[src/rtl/rstseq_pkg.sv]
`timescale 1ns/1ps
package rstseq_pkg;

  typedef enum logic [1:0] {
    SEQ_OFF    = 2'd0,
    SEQ_SETTLE = 2'd1,
    SEQ_GAP    = 2'd2,
    SEQ_RUN    = 2'd3
  } seq_state_e;

  function automatic int unsigned max_u(input int unsigned a, input int unsigned b);
    return (a > b) ? a : b;
  endfunction

endpackage

[src/rtl/rstseq_counter.sv]
`timescale 1ns/1ps
module rstseq_counter #(
  parameter int unsigned CNT_W = 17
) (
  input  logic             clk,
  input  logic             rst_n,
  input  logic             clr,
  input  logic             en,
  output logic [CNT_W-1:0] cnt
);

  logic [CNT_W-1:0] cnt_d;

  always_comb begin
    cnt_d = cnt;
    if (clr) begin
      cnt_d = '0;
    end else if (en) begin
      cnt_d = cnt + 1'b1;
    end
  end

  always_ff @(posedge clk or negedge rst_n) begin
    if (!rst_n) begin
      cnt <= '0;
    end else begin
      cnt <= cnt_d;
    end
  end

endmodule

[src/rtl/rstseq_fsm.sv]
`timescale 1ns/1ps
module rstseq_fsm
  import rstseq_pkg::*;
#(
  parameter int unsigned DEB_CYC = 16,
  parameter int unsigned GAP_CYC = 66672,
  parameter int unsigned CNT_W   = 17
) (
  input  logic             clk,
  input  logic             rst_n,
  input  logic             pwr_good,
  input  logic [CNT_W-1:0] cnt,
  output logic             cnt_clr,
  output logic             cnt_en,
  output logic             capture,
  output logic             periph_rst_n,
  output logic             cpu_rst,
  output logic             seq_done
);

  localparam logic [CNT_W-1:0] DEB_LAST = CNT_W'(DEB_CYC - 1);
  localparam logic [CNT_W-1:0] GAP_LAST = CNT_W'(GAP_CYC - 1);

  seq_state_e state_q, state_d;

  always_comb begin
    state_d = state_q;
    cnt_clr = 1'b0;
    cnt_en  = 1'b0;
    capture = 1'b0;
    if (!pwr_good) begin
      state_d = SEQ_OFF;
      cnt_clr = 1'b1;
    end else begin
      unique case (state_q)
        SEQ_OFF: begin
          state_d = SEQ_SETTLE;
          cnt_clr = 1'b1;
        end
        SEQ_SETTLE: begin
          if (cnt == DEB_LAST) begin
            state_d = SEQ_GAP;
            cnt_clr = 1'b1;
          end else begin
            cnt_en = 1'b1;
          end
        end
        SEQ_GAP: begin
          if (cnt == GAP_LAST) begin
            state_d = SEQ_RUN;
            cnt_clr = 1'b1;
            capture = 1'b1;
          end else begin
            cnt_en = 1'b1;
          end
        end
        SEQ_RUN: begin
          state_d = SEQ_RUN;
        end
        default: begin
          state_d = SEQ_OFF;
          cnt_clr = 1'b1;
        end
      endcase
    end
  end

  always_ff @(posedge clk or negedge rst_n) begin
    if (!rst_n) begin
      state_q      <= SEQ_OFF;
      periph_rst_n <= 1'b0;
      cpu_rst      <= 1'b1;
      seq_done     <= 1'b0;
    end else begin
      state_q      <= state_d;
      periph_rst_n <= (state_d == SEQ_GAP) || (state_d == SEQ_RUN);
      cpu_rst      <= (state_d != SEQ_RUN);
      seq_done     <= (state_d == SEQ_RUN);
    end
  end

endmodule

[src/rtl/rstseq_strap_latch.sv]
`timescale 1ns/1ps
module rstseq_strap_latch #(
  parameter int unsigned      NUM_STRAPS = 2,
  parameter logic [NUM_STRAPS-1:0] INV_MASK = '0
) (
  input  logic                  clk,
  input  logic                  rst_n,
  input  logic                  capture,
  input  logic [NUM_STRAPS-1:0] lines,
  output logic [NUM_STRAPS-1:0] bits
);

  for (genvar g = 0; g < NUM_STRAPS; g++) begin : g_strap
    logic bit_d;

    if (INV_MASK[g]) begin : g_inv
      assign bit_d = capture ? ~lines[g] : bits[g];
    end else begin : g_pass
      assign bit_d = capture ? lines[g] : bits[g];
    end

    always_ff @(posedge clk or negedge rst_n) begin
      if (!rst_n) begin
        bits[g] <= 1'b0;
      end else begin
        bits[g] <= bit_d;
      end
    end
  end

endmodule

[src/rtl/rstseq_top.sv]
`timescale 1ns/1ps
module rstseq_top
  import rstseq_pkg::*;
#(
  parameter int unsigned DEB_CYC    = 16,
  parameter int unsigned GAP_CYC    = 66672,
  parameter int unsigned NUM_STRAPS = 2,
  parameter logic [NUM_STRAPS-1:0] STRAP_INV = 2'b01
) (
  input  logic                  clk,
  input  logic                  rst_n,
  input  logic                  pwr_good,
  input  logic [NUM_STRAPS-1:0] strap_lines,
  output logic                  periph_rst_n,
  output logic                  cpu_rst,
  output logic [NUM_STRAPS-1:0] cfg_bits,
  output logic                  seq_done
);

  localparam int unsigned CNT_W = $clog2(max_u(DEB_CYC, GAP_CYC) + 1);

  logic [CNT_W-1:0] cnt;
  logic             cnt_clr;
  logic             cnt_en;
  logic             capture;

  rstseq_counter #(
    .CNT_W (CNT_W)
  ) u_cnt (
    .clk   (clk),
    .rst_n (rst_n),
    .clr   (cnt_clr),
    .en    (cnt_en),
    .cnt   (cnt)
  );

  rstseq_fsm #(
    .DEB_CYC (DEB_CYC),
    .GAP_CYC (GAP_CYC),
    .CNT_W   (CNT_W)
  ) u_fsm (
    .clk          (clk),
    .rst_n        (rst_n),
    .pwr_good     (pwr_good),
    .cnt          (cnt),
    .cnt_clr      (cnt_clr),
    .cnt_en       (cnt_en),
    .capture      (capture),
    .periph_rst_n (periph_rst_n),
    .cpu_rst      (cpu_rst),
    .seq_done     (seq_done)
  );

  rstseq_strap_latch #(
    .NUM_STRAPS (NUM_STRAPS),
    .INV_MASK   (STRAP_INV)
  ) u_strap (
    .clk     (clk),
    .rst_n   (rst_n),
    .capture (capture),
    .lines   (strap_lines),
    .bits    (cfg_bits)
  );

endmodule

[config.mk]
export PLATFORM = sky130hd
export DESIGN_NAME = rstseq_top
export DESIGN_NICKNAME = d
export VERILOG_FILES = /design/src/rtl/rstseq_pkg.sv /design/src/rtl/rstseq_counter.sv /design/src/rtl/rstseq_fsm.sv /design/src/rtl/rstseq_strap_latch.sv /design/src/rtl/rstseq_top.sv
export SDC_FILE = /design/constraint.sdc
export NUM_CORES = 1
export LEC_CHECK = 0
export ABC_AREA = 1
export ABC_CLOCK_PERIOD_IN_PS = 2600
export BUFFER_PORTS_ARGS = -buffer_cell sky130_fd_sc_hd__buf_2
export CAP_MARGIN = 25
export CORE_MARGIN = 1
export CORE_UTILIZATION = 50
export CTS_CLUSTER_SIZE = 10
export DETAILED_ROUTE_END_ITERATION = 10
export PLACE_DENSITY = 0.68
export SETUP_SLACK_MARGIN = 0.2
export SYNTH_ARGS = -nofsm -noshare
export SYNTH_HDL_FRONTEND = slang
export SYNTH_SLANG_ARGS = --single-unit
[constraint.sdc]
create_clock -name clk -period 2.6 [get_ports clk]
set_clock_uncertainty 0.05 [all_clocks]
set_input_delay 0.26 -clock clk [delete_from_list [all_inputs] [get_ports clk]]
set_output_delay 0.26 -clock clk [all_outputs]
set_load 0.02 [all_outputs]
==> impl_metrics.py, run 1 <==
metrics = {
    "setup_path": {
        "slowest_stage": "dfrtp_1",
        "cpMostUsedCell": "nand2_1",
        "rr_endpoint": "u_cnt.cnt[0]$_DFFE_PN0P_",
        "required_ns": 2.76,
        "arrival_ns": 2.05,
        "r2r_slack_ns": 0.71,
        "crit_type": "flop to flop",
        "max_stage_delay_ns": 0.42,
        "start_kind": "flop",
        "reg2reg_depth": 10,
        "r2r_start": "u_cnt.cnt[0]$_DFFE_PN0P_",
        "crit_fanout": 31,
        "path_cells": "ha_1 -> nand3_2 -> nor2_4 -> nand3_1 -> nand2_2 -> nand2_4 -> nand2_1 -> nand2_1 -> nand2_1 -> nor2_2",
        "crit_path_end_kind": "flop",
    },
    "min_path": {
        "min_from": "strap_lines[0]",
        "hold_depth": 2,
        "min_to": "u_strap.bits[0]$_DFFE_PN0P_",
        "min_path_type": "primary input to flop",
    },
    "timing": {
        "worst_pin_slew_ns": 0.528,
        "grt_setup_unrepaired": "no",
        "period_needed_ns": 1.89,
        "finalHoldViolCount": 0,
        "relSlewSlack_pct": 64.8,
        "drv_slew": 0,
        "fin_ws_ns": 0.714,
        "period_share_pct": 72.6,
        "final-setup-viol-count": 0,
        "fmax_ghz": 0.530,
        "final.setup.tns_ns": 0,
    },
    "grt": {
        "grt_first_pass_wirelength_um": 5460,
        "antenna_found_initial": 0,
        "grt_max_degree": 32,
        "grt_pass1_vias": 1253,
        "grt.total_usage_pct": 20.7,
        "grt_overflow": 0,
        "use_met3_pct": 4.18,
        "met2_usage_pct": 32.8,
        "top_usage_layer": "met2",
        "use_met1_pct": 29.7,
    },
    "die": {
        "core_area_sq_mm": 0.00303,
        "dieArea_sq_mm": 0.00340,
        "start_util_pct": 52.4,
        "die_width_um": 58.4,
        "io_pins": 10,
        "fp-row-count": 20,
        "die_height_um": 58.4,
    },
    "route": {
        "ant_nets": 0,
        "drt-initial-drc-count": 39,
        "firstDrtPassIters": 5,
        "vias_per_cell": 5.04,
        "drt-total-wl_um": 3170,
        "routed-via-count": 1382,
        "drcViolationCount": 0,
        "routedWlPerCell_um": 11.6,
    },
    "clock_network": {
        "cts_resized": 0,
        "cts-root-buf": "clkbuf_4",
        "path_clk_slew_ns": 0.13,
        "clkSinkCount": 24,
        "clock_path_buffers": 2,
        "tritoncts": "yes",
        "cts_made_buffers": 3,
        "htreeDepth": 1,
        "clock_latency_ns": 0.31,
    },
    "power_and_ir_drop": {
        "finalPower_uw": 606,
        "power_leakage_nw": 0.788,
        "powerDensity_mw_per_mm2": 365,
        "ir_drop_uv": 294,
    },
    "synth": {
        "ys_warn_count": 0,
        "netlist_instances": 223,
        "yosysMostFrequentCell": "nand2_1",
        "syn_nets": 234,
        "ys_async_sr_fraction_pct": 100,
        "synth.distinct_cells": 25,
        "synth_edf_count": 0,
        "yosysSeqAreaShare_pct": 37.9,
        "netlist_top_cells_count": "60 x nand2_1, 30 x nor2_1, 28 x nand3_1",
        "avgSynthCellArea_sq_um": 7.12,
        "ys_top_cells_by_area": "dfrtp_1 36%, nand2_1 14%, nand3_1 8.8%, nor2_1 7.1%, inv_1 6.1%",
        "ys_seq_elements": 24,
        "netlist.area_leader.share_pct": 36.2,
        "ys.flop_type": "dfrtp_1",
        "yosysTopAreaCell": "dfrtp_1",
        "syn_area_sq_mm": 0.00159,
    },
    "final_layout": {
        "synthToLayoutAreaGrowth_pct": 4.65,
        "fin_cells": 274,
        "drive_gt1_share_pct": 11.3,
        "antenna_cells": 0,
        "layout.nets": 242,
    },
    "placement": {
        "place_hpwl_um": 2310,
        "detailedPlace.worstSlack_ns": 0.726,
        "placedCellCount": 269,
        "gp_congestion": 0.843,
        "port_buffers": 9,
    },
    "flow_run": {
        "max_cap_viol_count": 0,
    },
    "outcome": {
        "outcome": "completed",
    },
}
==> report_power, final <==
| group | internal [mW] | switching (mW) | total, mW | leakage [nW] |
|---|---|---|---|---|
| clock network | 0.0599 | 0.111 | 0.171 | 0.0150 |
| registers | 0.375 | 0.00170 | 0.377 | 0.330 |
| logic | 0.0135 | 0.0451 | 0.0586 | 0.442 |
==> worst max-delay path: cells and delay by family (launching register included) <==
kind                     cells  cell delay [ns]
adder cells (fa/ha/maj)      1             0.24
flip-flops                   1             0.42
AND/OR/NAND/NOR              9             1.04
==> metal layers <==
layer,share of wire (%),wire length [um]
met4,0.63,20
met2,43,1360
met3,3.2,100
met5,0,0
met1,53,1680
==> cells in the final DEF, fill, tap and decap left out, drive strengths merged, types with 2 or more instances in the layout <==
master / synthesis / layout
nor2: 34 / 34
nand4: 15 / 15
a21oi: 3 / 3
nand3: 30 / 30
a31oi: 2 / 2
inv: 28 / 28
nand2: 64 / 64
clkbuf: 0 / 4
dfrtp: 23 / 23
nor3: 4 / 4
ha: 6 / 6
buf: 8 / 10
==> timing repair <==
action,CTS,global route
hold buffers,1,0
hold endpoints to repair,23,0
setup buffers,0,0
==> kinds of logic after synthesis <==
kind of cell / after synthesis / share of synthesized area (%)
and+or+nand+nor: 148 / 42.8
buffers and inverters: 36 / 11.0
DFF: 24 / 37.9
AOI/OAI and AO/OA: 8 / 2.99
adders and majority gates: 6 / 4.73
xor gates and xnor gates: 1 / 0.552
==> per-stage QoR <==
| stage | utilization, % | area, sq um | hold WS, ns |
|---|---|---|---|
| floorplan | - | 1590 | -0.0856 |
| global placement | 53.7 | 1630 | 0.219 |
| detailed placement | 53.7 | 1630 | 0.219 |
| CTS | 54.9 | 1660 | 0.0662 |
| global route | 54.9 | 1660 | 0.0711 |
| finish | 54.9 | 1660 | 0.0632 |
==> worst max path at each step <==
stage / start / endpoint / cells past startpoint
2_1_floorplan: u_cnt.cnt[0]$_DFFE_PN0P_ / u_cnt.cnt[5]$_DFFE_PN0P_ / 11
5_1_grt: u_cnt.cnt[0]$_DFFE_PN0P_ / u_cnt.cnt[12]$_DFFE_PN0P_ / 9
3_3_place_gp: u_cnt.cnt[0]$_DFFE_PN0P_ / u_cnt.cnt[0]$_DFFE_PN0P_ / 10
4_1_cts: u_cnt.cnt[0]$_DFFE_PN0P_ / u_cnt.cnt[0]$_DFFE_PN0P_ / 10
6_report: u_cnt.cnt[0]$_DFFE_PN0P_ / u_cnt.cnt[0]$_DFFE_PN0P_ / 10
3_5_place_dp: u_cnt.cnt[0]$_DFFE_PN0P_ / u_cnt.cnt[0]$_DFFE_PN0P_ / 10
==> final cells by class <==
class | instances | area (sq um)
Fill cell | 295 | 1370
Inverter | 28 | 105
Clock buffer | 4 | 26.3
Timing Repair Buffer | 11 | 62.6
Multi-Input combinational cell | 163 | 811
Tap cell | 44 | 55.1
Sequential cell | 24 | 602
==> sequential cells by signal, indices dropped and copies added, names as in the netlist <==
name	cells
u_strap.bits	2
u_fsm.cpu_rst	1
u_fsm.state_q	2
u_fsm.seq_done	1
u_cnt.cnt	17
u_fsm.periph_rst_n	1
(Power assumes the default switching activity.)
==> inputs of run 2 (changes only) <==
Settings changed: ABC_AREA 1 to 0, ABC_CLOCK_PERIOD_IN_PS 2600 to 1700, PLACE_DENSITY 0.68 to 0.71.
Clock period 2.6 ns to 1.7 ns, I/O delays scaled along.
==> impl_metrics.py, run 2 <==
metrics = {
    "synth": {
        "netlist_top_cells_count": "23 x dfrtp_1, 18 x nor2_1, 8 x inv_1",
        "yosysTopAreaCell": "dfrtp_1",
        "ys_seq_elements": 24,
        "syn_nets": 148,
        "avgSynthCellArea_sq_um": 9.92,
        "netlist.area_leader.share_pct": 42.4,
        "synth_edf_count": 0,
        "yosysSeqAreaShare_pct": 44.3,
        "ys_async_sr_fraction_pct": 100,
        "ys_top_cells_by_area": "dfrtp_1 42%, ha_1 5.5%, nor2_1 5.0%, xnor2_1 4.5%, xor2_1 3.9%",
        "ys_warn_count": 0,
        "netlist_instances": 137,
        "syn_area_sq_mm": 0.00136,
        "synth.distinct_cells": 41,
        "yosysMostFrequentCell": "dfrtp_1",
        "ys.flop_type": "dfrtp_1",
    },
    "grt": {
        "grt.total_usage_pct": 24.2,
        "grt_max_degree": 25,
        "antenna_found_initial": 0,
        "grt_first_pass_wirelength_um": 4960,
        "grt_overflow": 0,
        "grt_pass1_vias": 1121,
    },
    "placement": {
        "place_hpwl_um": 2340,
        "detailedPlace.worstSlack_ns": -0.0945,
        "placedCellCount": 200,
        "gp_congestion": 0.957,
        "port_buffers": 9,
    },
    "outcome": {
        "outcome": "finished with violations",
        "violations": "setup timing",
    },
    "power_and_ir_drop": {
        "finalPower_mw": 1.11,
        "switchingPower_uw": 242,
        "clockPowerShare_pct": 37.7,
        "power_leakage_nw": 0.788,
        "ir_drop_uv": 443,
        "powerDensity_mw_per_mm2": 607,
        "p_seq_share_pct": 52.0,
        "power_frac_comb_pct": 10.3,
        "swShare_pct": 21.9,
        "internal_power_uw": 865,
    },
    "timing": {
        "fmax_ghz": 0.555,
        "grt_setup_unrepaired": "yes",
        "period_needed_ns": 1.80,
        "final-setup-viol-count": 19,
        "period_share_pct": 106,
        "finalHoldViolCount": 0,
        "drv_slew": 0,
        "worst_pin_slew_ns": 0.534,
        "relSlewSlack_pct": 64.4,
        "fin_ws_ns": -0.103,
    },
    "route": {
        "routedWlPerCell_um": 15.4,
        "drt-total-wl_um": 3170,
        "routed-via-count": 1167,
        "dr_wl_met3_um": 95,
        "m1WireLength_um": 1470,
        "firstDrtPassIters": 4,
        "drcViolationCount": 0,
        "wl_met2_um": 1580,
        "drt-initial-drc-count": 23,
        "ant_nets": 0,
        "vias_per_cell": 5.67,
        "route.top_layer_used": "met4",
    },
    "die": {
        "die_width_um": 54.1,
        "io_pins": 10,
        "die_height_um": 54.1,
        "fp-row-count": 18,
        "dieArea_sq_mm": 0.00293,
        "core_area_sq_mm": 0.00252,
        "start_util_pct": 53.9,
    },
    "setup_path": {
        "crit_fanout": 17,
        "rr_endpoint": "u_cnt.cnt[5]$_DFFE_PN0P_",
        "reg2reg_depth": 6,
        "crit_type": "flop to flop",
        "required_ns": 1.85,
        "r2r_slack_ns": -0.10,
        "arrival_ns": 1.96,
        "r2r_start": "u_cnt.cnt[16]$_DFFE_PN0P_",
        "cp-startpoint": "u_cnt.cnt[16]$_DFFE_PN0P_",
        "critPathCapture": "u_cnt.cnt[5]$_DFFE_PN0P_",
        "start_kind": "flop",
        "crit_path_end_kind": "flop",
    },
    "final_layout": {
        "final_cell_mix": "24 x buf_4, 23 x dfrtp_1, 18 x nor2_1",
        "fin_cells": 206,
        "reg_top3": "u_cnt.cnt x17, u_fsm.state_q x2, u_strap.bits x2",
        "layout.nets": 188,
        "regMostFlops": "u_cnt.cnt",
        "antenna_cells": 0,
        "largest_reg_flops": 17,
        "synthToLayoutAreaGrowth_pct": 34.3,
        "utilization_pct": 72.4,
        "drive_gt1_share_pct": 36.9,
        "layout_commonest_cell": "buf_4",
    },
    "clock_network": {
        "path_clk_slew_ns": 0.14,
        "clock_latency_ns": 0.32,
        "cts_made_buffers": 3,
        "clock_path_buffers": 2,
        "cts-root-buf": "clkbuf_4",
        "clkSinkCount": 24,
        "tritoncts": "yes",
        "post_cts_buffers": 0,
        "htreeDepth": 1,
    },
    "min_path": {
        "min_path_type": "primary input to flop",
    },
    "flow_run": {
        "max_cap_viol_count": 0,
    },
}
[run 2: kinds of logic after synthesis]
kind of cell / Yosys count / synth area share, %
DFF: 24 / 44.3
buffers and inverters: 11 / 3.77
xor gates and xnor gates: 13 / 8.38
muxes: 2 / 1.57
and+or+nand+nor: 55 / 21.8
adders and majority gates: 6 / 5.52
AOI/OAI and AO/OA: 26 / 14.6
[run 2: repair_timing]
item                                    4_1_cts  5_1_grt
gates resized for setup                       8        4
endpoints found under the hold margin        24        0
pin swaps                                     4        7
hold buffers                                  2        0
endpoints found under the setup margin       24       24
[run 2: worst max-delay path, stage by stage, from the launching register on]
cell and delay (ns):
dfrtp_1 0.42, or4_4 0.59, o22ai_2 0.17, a21oi_2 0.09, o21ai_4 0.14, buf_12 0.16, a211oi_1 0.06
[run 2: layer usage]
layer / GRT usage, % / up-vias
li1: - / 570
met5: 0 / -
met4: 7.69 / 0
met3: 3.95 / 5
met1: 29.7 / 570
met2: 42.7 / 22
[run 2: worst min-delay path by stage]
stage / startpoint / to / slack (ns) / cells past startpoint
finish: strap_lines[1] / u_strap.bits[1]$_DFFE_PN0P_ / 0.02 / 2
global route: strap_lines[1] / u_strap.bits[1]$_DFFE_PN0P_ / 0.006 / 2
CTS: strap_lines[1] / u_strap.bits[1]$_DFFE_PN0P_ / 0.02 / 2
detailed placement: rst_n / u_cnt.cnt[8]$_DFFE_PN0P_ / 0.13 / 1
global placement: rst_n / u_cnt.cnt[10]$_DFFE_PN0P_ / 0.12 / 1
floorplan: rst_n / u_cnt.cnt[0]$_DFFE_PN0P_ / -0.18 / 0
[run 2: cell type report]
class / count / area (sq um)
timing repair buffer: 38 / 297
clock buffer: 3 / 22.5
sequential: 24 / 602
multi-input combinational: 102 / 807
fill: 178 / 697
tap: 30 / 37.5
clock inverter: 1 / 30.0
inverter: 8 / 30.0
[run 2: power by group through the flow]
| stage | combinational, mW | sequential (mW) | clock [mW] |
|---|---|---|---|
| final | 0.114 | 0.576 | 0.417 |
| after floorplan | 0.0559 | 0.586 | 0 |
| after global routing | 0.124 | 0.576 | 0.450 |
| after CTS | 0.115 | 0.576 | 0.429 |
| after global placement | 0.104 | 0.586 | 0 |
| after detailed placement | 0.108 | 0.586 | 0 |
[run 2: per-stage QoR]
| stage | area, sq um | TNS [ns] | hold WS, ns |
|---|---|---|---|
| 4_1_cts | 1810 | -1.22 | 0.0161 |
| 6_report | 1830 | -1.41 | 0.0249 |
| 2_1_floorplan | 1440 | -0.819 | -0.176 |
| 3_5_place_dp | 1710 | -1.35 | 0.128 |
| 3_3_place_gp | 1710 | -0.938 | 0.118 |
| 5_1_grt | 1830 | -2.47 | 0.00573 |
